[src/rtl/dma_stat_pkg.sv]
// Package: field positions and widths of the DMA status word.
// Assumes a 32-bit word; positions are fixed because software decodes them.
package dma_stat_pkg;
    localparam int WORD_W      = 32;
    localparam int NUM_ERR     = 5;
    localparam int CNT_W       = 5;
    localparam int PTR_W       = 4;

    localparam int POS_ERR_LSB = 0;
    localparam int POS_XFER    = 7;
    localparam int POS_CHAIN   = 8;
    localparam int POS_ABN     = 9;
    localparam int POS_XACT    = 10;
    localparam int POS_CHEN    = 11;
    localparam int POS_IDONE   = 12;
    localparam int POS_IERR    = 13;
    localparam int POS_BUSY    = 14;
    localparam int POS_RP_LSB  = 16;
    localparam int POS_WP_LSB  = POS_RP_LSB + PTR_W;
    localparam int POS_CNT_LSB = POS_WP_LSB + PTR_W;

    // Snapshot of the live (non-stored) fields
    typedef struct packed {
        logic [CNT_W-1:0] cnt;
        logic [PTR_W-1:0] wp;
        logic [PTR_W-1:0] rp;
        logic             busy;
        logic             chain_en;
        logic             xfer_act;
    } live_t;
endpackage

[src/rtl/dma_stat_flag_bank.sv]
// Module: bank of N sticky flags with write-one-to-clear.
// Each flag is set by a one-cycle pulse and cleared by a 1 on its clear line.
// A set and a clear in the same cycle leave the flag set.
// Assumes: the clear lines are already qualified by the write strobe.
module dma_stat_flag_bank #(
    parameter int N = 2
) (
    input  logic         clk,
    input  logic         rst_n,
    input  logic [N-1:0] set_i,
    input  logic [N-1:0] clr_i,
    output logic [N-1:0] q_o
);
    for (genvar i = 0; i < N; i++) begin : g_flag
        logic q_r;

        // Hold one flag: set dominates, then clear, else keep
        always_ff @(posedge clk) begin
            if (!rst_n)        q_r <= 1'b0;
            else if (set_i[i]) q_r <= 1'b1;
            else if (clr_i[i]) q_r <= 1'b0;
        end

        assign q_o[i] = q_r;

        assert_set_R2: assert property (@(posedge clk) disable iff (!rst_n)
            set_i[i] |=> q_o[i]);
        assert_clear_R3: assert property (@(posedge clk) disable iff (!rst_n)
            (clr_i[i] && !set_i[i]) |=> !q_o[i]);
        assert_hold_R3: assert property (@(posedge clk) disable iff (!rst_n)
            (!clr_i[i] && !set_i[i]) |=> $stable(q_o[i]));
        assert_set_wins_R4: assert property (@(posedge clk) disable iff (!rst_n)
            (clr_i[i] && set_i[i]) |=> q_o[i]);
    end
endmodule

[src/rtl/dma_stat_irq.sv]
// Module: interrupt combiner for the DMA status word.
// Forms the done request from two flag/enable pairs, the error request from
// per-bit enabled error flags, and the abnormal-chain summary of the errors.
// Assumes: the enables are level signals from the configuration register.
module dma_stat_irq #(
    parameter int N_ERR = 5
) (
    input  logic             chain_f,
    input  logic             xfer_f,
    input  logic [N_ERR-1:0] err_f,
    input  logic             ie_chain,
    input  logic             ie_xfer,
    input  logic [N_ERR-1:0] ie_err,
    output logic             irq_done_o,
    output logic             irq_err_o,
    output logic             abn_o
);
    // Combine flags with enables into the two requests and the summary bit
    always_comb begin
        irq_done_o = (chain_f & ie_chain) | (xfer_f & ie_xfer);
        irq_err_o  = |(err_f & ie_err);
        abn_o      = |err_f;
    end
endmodule

[src/rtl/dma_stat_rdmux.sv]
// Module: assembles the 32-bit status word from stored and live fields.
// Reserved positions are driven to 0.
// Assumes: the field layout of dma_stat_pkg.
module dma_stat_rdmux
    import dma_stat_pkg::*;
(
    input  logic [NUM_ERR-1:0] err_f,
    input  logic               xfer_f,
    input  logic               chain_f,
    input  logic               abn,
    input  logic               irq_done,
    input  logic               irq_err,
    input  live_t              live,
    output logic [WORD_W-1:0]  word_o
);
    // Place every field at its bit position, zero elsewhere
    always_comb begin
        word_o = '0;
        word_o[POS_ERR_LSB +: NUM_ERR] = err_f;
        word_o[POS_XFER]               = xfer_f;
        word_o[POS_CHAIN]              = chain_f;
        word_o[POS_ABN]                = abn;
        word_o[POS_XACT]               = live.xfer_act;
        word_o[POS_CHEN]               = live.chain_en;
        word_o[POS_IDONE]              = irq_done;
        word_o[POS_IERR]               = irq_err;
        word_o[POS_BUSY]               = live.busy;
        word_o[POS_RP_LSB +: PTR_W]    = live.rp;
        word_o[POS_WP_LSB +: PTR_W]    = live.wp;
        word_o[POS_CNT_LSB +: CNT_W]   = live.cnt;
    end
endmodule

[src/rtl/dma_stat_reg.sv]
// Module: DMA status and interrupt register (top).
// Stores completion and error flags with write-one-to-clear, mirrors live
// FIFO, bus and configuration state, and drives two level interrupts.
// Assumes: event inputs are single-cycle pulses synchronous to clk.
module dma_stat_reg
    import dma_stat_pkg::*;
(
    input  logic                clk,
    input  logic                rst_n,
    input  logic                wr_en,
    input  logic [WORD_W-1:0]   wr_data,
    output logic [WORD_W-1:0]   rd_data,
    input  logic                ev_chain_done,
    input  logic                ev_xfer_done,
    input  logic [NUM_ERR-1:0]  ev_err,
    input  logic [CNT_W-1:0]    fifo_cnt,
    input  logic [PTR_W-1:0]    fifo_wp,
    input  logic [PTR_W-1:0]    fifo_rp,
    input  logic                bus_busy,
    input  logic                cfg_chain_en,
    input  logic                cfg_xfer_act,
    input  logic                ie_chain_done,
    input  logic                ie_xfer_done,
    input  logic [NUM_ERR-1:0]  ie_err,
    output logic                irq_done,
    output logic                irq_err
);
    localparam int N_NORM = 2;

    logic [N_NORM-1:0]  norm_set, norm_clr, norm_q;
    logic [NUM_ERR-1:0] err_clr, err_q;
    logic               abn;
    live_t              live;

    // Route event pulses and qualified clear bits to the flag banks
    always_comb begin
        norm_set = {ev_chain_done, ev_xfer_done};
        norm_clr = {N_NORM{wr_en}} & {wr_data[POS_CHAIN], wr_data[POS_XFER]};
        err_clr  = {NUM_ERR{wr_en}} & wr_data[POS_ERR_LSB +: NUM_ERR];
    end

    // Bundle the live mirror inputs
    always_comb begin
        live.cnt      = fifo_cnt;
        live.wp       = fifo_wp;
        live.rp       = fifo_rp;
        live.busy     = bus_busy;
        live.chain_en = cfg_chain_en;
        live.xfer_act = cfg_xfer_act;
    end

    dma_stat_flag_bank #(.N(N_NORM)) i_norm_bank (
        .clk   (clk),
        .rst_n (rst_n),
        .set_i (norm_set),
        .clr_i (norm_clr),
        .q_o   (norm_q)
    );

    dma_stat_flag_bank #(.N(NUM_ERR)) i_err_bank (
        .clk   (clk),
        .rst_n (rst_n),
        .set_i (ev_err),
        .clr_i (err_clr),
        .q_o   (err_q)
    );

    dma_stat_irq #(.N_ERR(NUM_ERR)) i_irq (
        .chain_f    (norm_q[1]),
        .xfer_f     (norm_q[0]),
        .err_f      (err_q),
        .ie_chain   (ie_chain_done),
        .ie_xfer    (ie_xfer_done),
        .ie_err     (ie_err),
        .irq_done_o (irq_done),
        .irq_err_o  (irq_err),
        .abn_o      (abn)
    );

    dma_stat_rdmux i_rdmux (
        .err_f    (err_q),
        .xfer_f   (norm_q[0]),
        .chain_f  (norm_q[1]),
        .abn      (abn),
        .irq_done (irq_done),
        .irq_err  (irq_err),
        .live     (live),
        .word_o   (rd_data)
    );

    assert_abn_or_R5: assert property (@(posedge clk) disable iff (!rst_n)
        rd_data[POS_ABN] == (|rd_data[POS_ERR_LSB +: NUM_ERR]));
    assert_done_irq_R6: assert property (@(posedge clk) disable iff (!rst_n)
        ($past(rst_n) && $past(ev_chain_done) && ie_chain_done) |-> irq_done);
    assert_done_quiet_R6: assert property (@(posedge clk) disable iff (!rst_n)
        (!ie_chain_done && !ie_xfer_done) |-> !irq_done);
    assert_err_irq_R7: assert property (@(posedge clk) disable iff (!rst_n)
        ($past(rst_n) && (|($past(ev_err) & ie_err))) |-> irq_err);
    assert_err_quiet_R7: assert property (@(posedge clk) disable iff (!rst_n)
        (ie_err == '0) |-> !irq_err);
    assert_rsvd_zero_R11: assert property (@(posedge clk) disable iff (!rst_n)
        (rd_data[31:29] == 3'b000) && !rd_data[15] && (rd_data[6:5] == 2'b00));
endmodule

[config.mk]
export PLATFORM = sky130hd
export DESIGN_NAME = dma_stat_reg
export DESIGN_NICKNAME = d
export VERILOG_FILES = /design/src/rtl/dma_stat_pkg.sv /design/src/rtl/dma_stat_flag_bank.sv /design/src/rtl/dma_stat_irq.sv /design/src/rtl/dma_stat_rdmux.sv /design/src/rtl/dma_stat_reg.sv
export SDC_FILE = /design/constraint.sdc
export NUM_CORES = 1
export LEC_CHECK = 0
export ABC_AREA = 1
export BUFFER_PORTS_ARGS = -buffer_cell sky130_fd_sc_hd__buf_2
export CAP_MARGIN = 0
export CORE_MARGIN = 3
export CORE_UTILIZATION = 28
export DETAILED_ROUTE_END_ITERATION = 6
export PLACE_DENSITY = 0.83
export SYNTH_ARGS = -nofsm -noshare
export SYNTH_HDL_FRONTEND = slang
export SYNTH_SLANG_ARGS = --single-unit
[constraint.sdc]
create_clock -name clk -period 2.4 [get_ports clk]
set_clock_uncertainty 0.1 [all_clocks]
set_input_delay 0.36 -clock clk [delete_from_list [all_inputs] [get_ports clk]]
set_output_delay 0.36 -clock clk [all_outputs]
set_load 0.1 [all_outputs]
# ---- Yosys cells after proc, flatten, opt, wreduce, memory -nomap -nowiden
# Index checks and enable logic that the tools add are counted.
dict set report word_totals {
  ff_bits 7
  out_inout_bits 34
  wordCells 36
}
dict set report classes {
  bitwise_logic 6
  n_mux 14
  n_reduce_logical 9
}
# cell count
set op_table {}
lappend op_table {{1-bit two-way mux} 14}
lappend op_table {{2-bit nonzero test} 7}
lappend op_table {{5-bit AND} 2}
lappend op_table {{5-bit OR reduction} 2}
lappend op_table {{1-bit AND} 2}
lappend op_table {{2-bit AND} 1}
lappend op_table {{1-bit bitwise OR} 1}

# ---- Logic depth before layout (Yosys ltp)
dict set report depth {
  depth_word 3
  mapped_depth 5
  mapped_depth_nobuf 4
}

# ---- Modules after synthesis
# Synthesis repeated with hierarchy kept, for this count alone.
dict set report unflattened {
  hier_cells 108
  area_unflattened_um2 675.6
}
# module instances seq_area_each_um2 area_per_inst_um2 cells_per_inst
set modules_own_cells {}
lappend modules_own_cells {dma_stat_rdmux 1 0.0 244.0 33}
lappend modules_own_cells {{dma_stat_flag_bank (i_err_bank)} 1 100.1 222.7 31}
lappend modules_own_cells {{dma_stat_flag_bank (i_norm_bank)} 1 40.0 91.3 13}
lappend modules_own_cells {dma_stat_irq 1 0.0 65.1 17}
lappend modules_own_cells {dma_stat_reg 1 0.0 52.6 14}

# ---- Least setup slack after synthesis
# OpenSTA, ideal clock, no wires.
dict set report synth_path {
  path_type {input port to output port}
  startpoint {in ie_err[1]}
  endpoint {out rd_data[13]}
  setup_slack_ns 0.370
  n_path_buf 1
  path_stages 5
  arrival_ns 1.570
  path_cell_list {nand2_1 -> nand2_1 -> nor2_1 -> nand2_1 -> buf_4}
}
dict set report synth_between {
  elab_chain_cells 2
}
# item line
set synth_rtl {}
lappend synth_rtl {{start: declaration} dma_stat_reg.sv:24} ;# input logic [NUM_ERR-1:0] ie_err,
lappend synth_rtl {{5-bit AND} dma_stat_irq.sv:21} ;# irq_err_o = |(err_f & ie_err);
lappend synth_rtl {{5-bit OR reduction} dma_stat_irq.sv:21}
lappend synth_rtl {{end: declaration} dma_stat_reg.sv:12} ;# output logic [WORD_W-1:0] rd_data,
# No other way between the ends.

# ---- Worst setup path in the final report
dict set report layout_path {
  startpoint {reg i_err_bank.g_flag[0].q_r}
  endpoint {out rd_data[13]}
}
dict set report layout_between {
  elab_chain_cells 2
}
# item line
set layout_rtl {}
lappend layout_rtl {{start: declaration} dma_stat_flag_bank.sv:15} ;# logic q_r;
lappend layout_rtl {{start signal: assignment} dma_stat_flag_bank.sv:19} ;# if (!rst_n) q_r <= 1'b0;
lappend layout_rtl {{start signal: assignment} dma_stat_flag_bank.sv:20} ;# else if (set_i[i]) q_r <= 1'b1;
lappend layout_rtl {{start signal: assignment} dma_stat_flag_bank.sv:21} ;# else if (clr_i[i]) q_r <= 1'b0;
lappend layout_rtl {{5-bit AND} dma_stat_irq.sv:21}
lappend layout_rtl {{5-bit OR reduction} dma_stat_irq.sv:21}
# No other way between the ends.

==> impl_metrics.py <==
metrics = {
    "global_route": {
        "grt-ovfl-total": 0,
        "grt_max_degree": 8,
        "grtUsageTotal": 0.0999,
        "grt_pass1_wl_microns": 1940,
        "antenna_found_initial": 0,
        "grt_pass1_vias": 448,
    },
    "clocking": {
        "path_clk_slew_ns": 0.05,
        "clock_latency_ns": 0.25,
        "cts_resized": 0,
        "clk_path_buf_depth": 2,
        "cts_htree_levels": 1,
        "postCtsHoldBufs": 0,
        "postCtsSetupBuffers": 0,
        "cts_tree": "yes",
        "root_buffer": "clkbuf_4",
        "cts_sinks": 7,
        "cts_made_buffers": 3,
    },
    "sta": {
        "fin_crit_sh": 0.733,
        "whs_ns": 0.247,
        "hold_viol": 0,
        "setup_tns_ns": 0,
        "fin_crit_ns": 1.76,
        "finalSetupViolCount": 0,
        "clock.fmax_mhz": 569,
        "slew_violations": 0,
        "rsz0062_at_grt": "no",
    },
    "cells_and_area": {
        "drive_above_1_share": 0.398,
        "design_area_sq_um": 582,
        "n_antenna_cell": 0,
        "regArea_sq_um": 140,
        "fillers": 227,
        "multiInputGateArea_sq_um": 171,
        "layout.nets": 164,
        "area_growth_pct": 1.97,
    },
    "routing": {
        "avgViaCountPerCell": 4.00,
        "drt_iter0_markers": 4,
        "ant_nets": 0,
        "wl_per_cell_microns": 9.96,
        "drt-total-wl_microns": 1230,
        "vias": 492,
        "drc": 0,
        "drt_pass1_iterations": 2,
    },
    "logic_synthesis": {
        "ys_top_cells_by_area": "buf_4, dfxtp_1, nand2_1, inv_1, a21oi_1",
        "post_synth_inst_count": 86,
        "dominantRegCellSynth": "dfxtp_1",
        "yosys.cell_count.top_type": "buf_4",
        "ys_seq_area_frac": 0.246,
        "synth_common_cells": "buf_4, nand2_1, inv_1, dfxtp_1, a21oi_1",
        "ys_warn_count": 0,
        "ys_ff_latch": 7,
        "yosysTopAreaCell": "buf_4",
        "ys_async_sr_fraction": 0,
        "synth_edf_count": 0,
        "syn_avg_cell_area_sq_um": 6.63,
        "syn-cell-area_sq_um": 571,
        "synth_cell_types": 9,
        "yosysTopAreaCellShare": 0.421,
    },
    "die": {
        "dieWidth_microns": 51.1,
        "start_util": 0.313,
        "ioPinCount": 99,
        "row_count": 15,
        "die_h_microns": 51.1,
        "dieArea_sq_mm": 0.00262,
        "core_area_sq_mm": 0.00182,
    },
    "worst_setup_path": {
        "crit_arrival_ns": 1.30,
        "cp_max_fo": 4,
        "worst-setup-path-type": "flip-flop to output pin",
        "worstSetupStartpointType": "flip-flop",
        "cp_data_required_time_ns": 1.94,
        "endpoint_kind": "output pin",
    },
    "power": {
        "power_density_mw_per_mm2": 797,
        "p_total_uw": 463,
        "leakagePower_nw": 0.366,
        "ir_worst_vdd_mv": 0.347,
    },
    "placed_design": {
        "place_area_sq_um": 556,
        "gp_congestion": 0.578,
        "io_buffers": 35,
        "hpwl_microns": 1030,
    },
    "min_path": {
        "min_path_type": "input pin to flip-flop",
    },
    "job": {
        "max_cap_violations": 0,
    },
    "outcome": {
        "status": "completed",
    },
}
## flip-flops by register name (all words and copies together), names as in the netlist
| register | count |
|---|---|
| i_norm_bank.g_flag.q_r | 2 |
| i_err_bank.g_flag.q_r | 5 |
## final timing paths
kind / from / end / slack, ns / cells past startpoint
max: i_err_bank.g_flag[0].q_r$_SDFFE_PN0P_ / rd_data[13] / 0.64 / 5
min: ev_err[1] / i_err_bank.g_flag[1].q_r$_SDFFE_PN0P_ / 0.25 / 3
max reg2reg: i_err_bank.g_flag[4].q_r$_SDFFE_PN0P_ / i_err_bank.g_flag[4].q_r$_SDFFE_PN0P_ / 1.65 / 2
min reg2reg: i_norm_bank.g_flag[1].q_r$_SDFFE_PN0P_ / i_norm_bank.g_flag[1].q_r$_SDFFE_PN0P_ / 0.39 / 2
## stage by stage
step / std cells / worst slack, ns / util
3_3_place_gp: 119 / 0.889 / 0.305
4_1_cts: 123 / 0.604 / 0.320
6_report: 123 / 0.642 / 0.320
3_5_place_dp: 119 / 0.851 / 0.305
5_1_grt: 123 / 0.499 / 0.320
2_1_floorplan: 91 / 0.370 / -
## critical path: stages (launching register included)
cell and delay, ns:
dfxtp_1 0.38, nand2_1 0.08, nand2_1 0.07, inv_1 0.03, nand2_1 0.07, buf_2 0.42
## power by group
part           internal [mW]  switching (mW)
Sequential             0.125         0.00830
Clock                 0.0634          0.0420
Combinational         0.0342           0.191
Total                  0.223           0.241
## layout by cell type (no fill, tap or decap)
master    instances
conb_1            6
dfxtp_1           7
a21oi_1           6
a21oi_2           1
inv_1            10
nor3_1            1
clkbuf_4          3
nor2_1            2
nand2_1          26
clkbuf_1          1
buf_2            35
## final cells by class
| type | count | share of cell area |
|---|---|---|
| inverter | 10 | 0.0645 |
| tap | 25 | 0.0538 |
| multi-input combinational | 42 | 0.295 |
| timing repair buffer | 35 | 0.301 |
| clock buffer | 4 | 0.0452 |
| sequential | 7 | 0.241 |
## metal layers
metal / wire (microns) / part of all wire / global-route usage / vias up
li1: - / - / - / 242
met1: 437 / 0.36 / 0.109 / 209
met2: 594 / 0.48 / 0.161 / 39
met3: 191 / 0.16 / 0.0612 / 2
met4: 2 / 0.0016 / 0.0269 / 0
met5: 0 / 0 / 0 / -
## kinds of logic after synthesis
| kind of cell | after synthesis | share of synthesized area |
|---|---|---|
| other cells | 1 | 0.00657 |
| flops | 7 | 0.246 |
| compound gates | 7 | 0.0680 |
| simple gates | 29 | 0.193 |
| buf+inv | 42 | 0.487 |
Note: power is estimated with default switching activity, not from simulation.
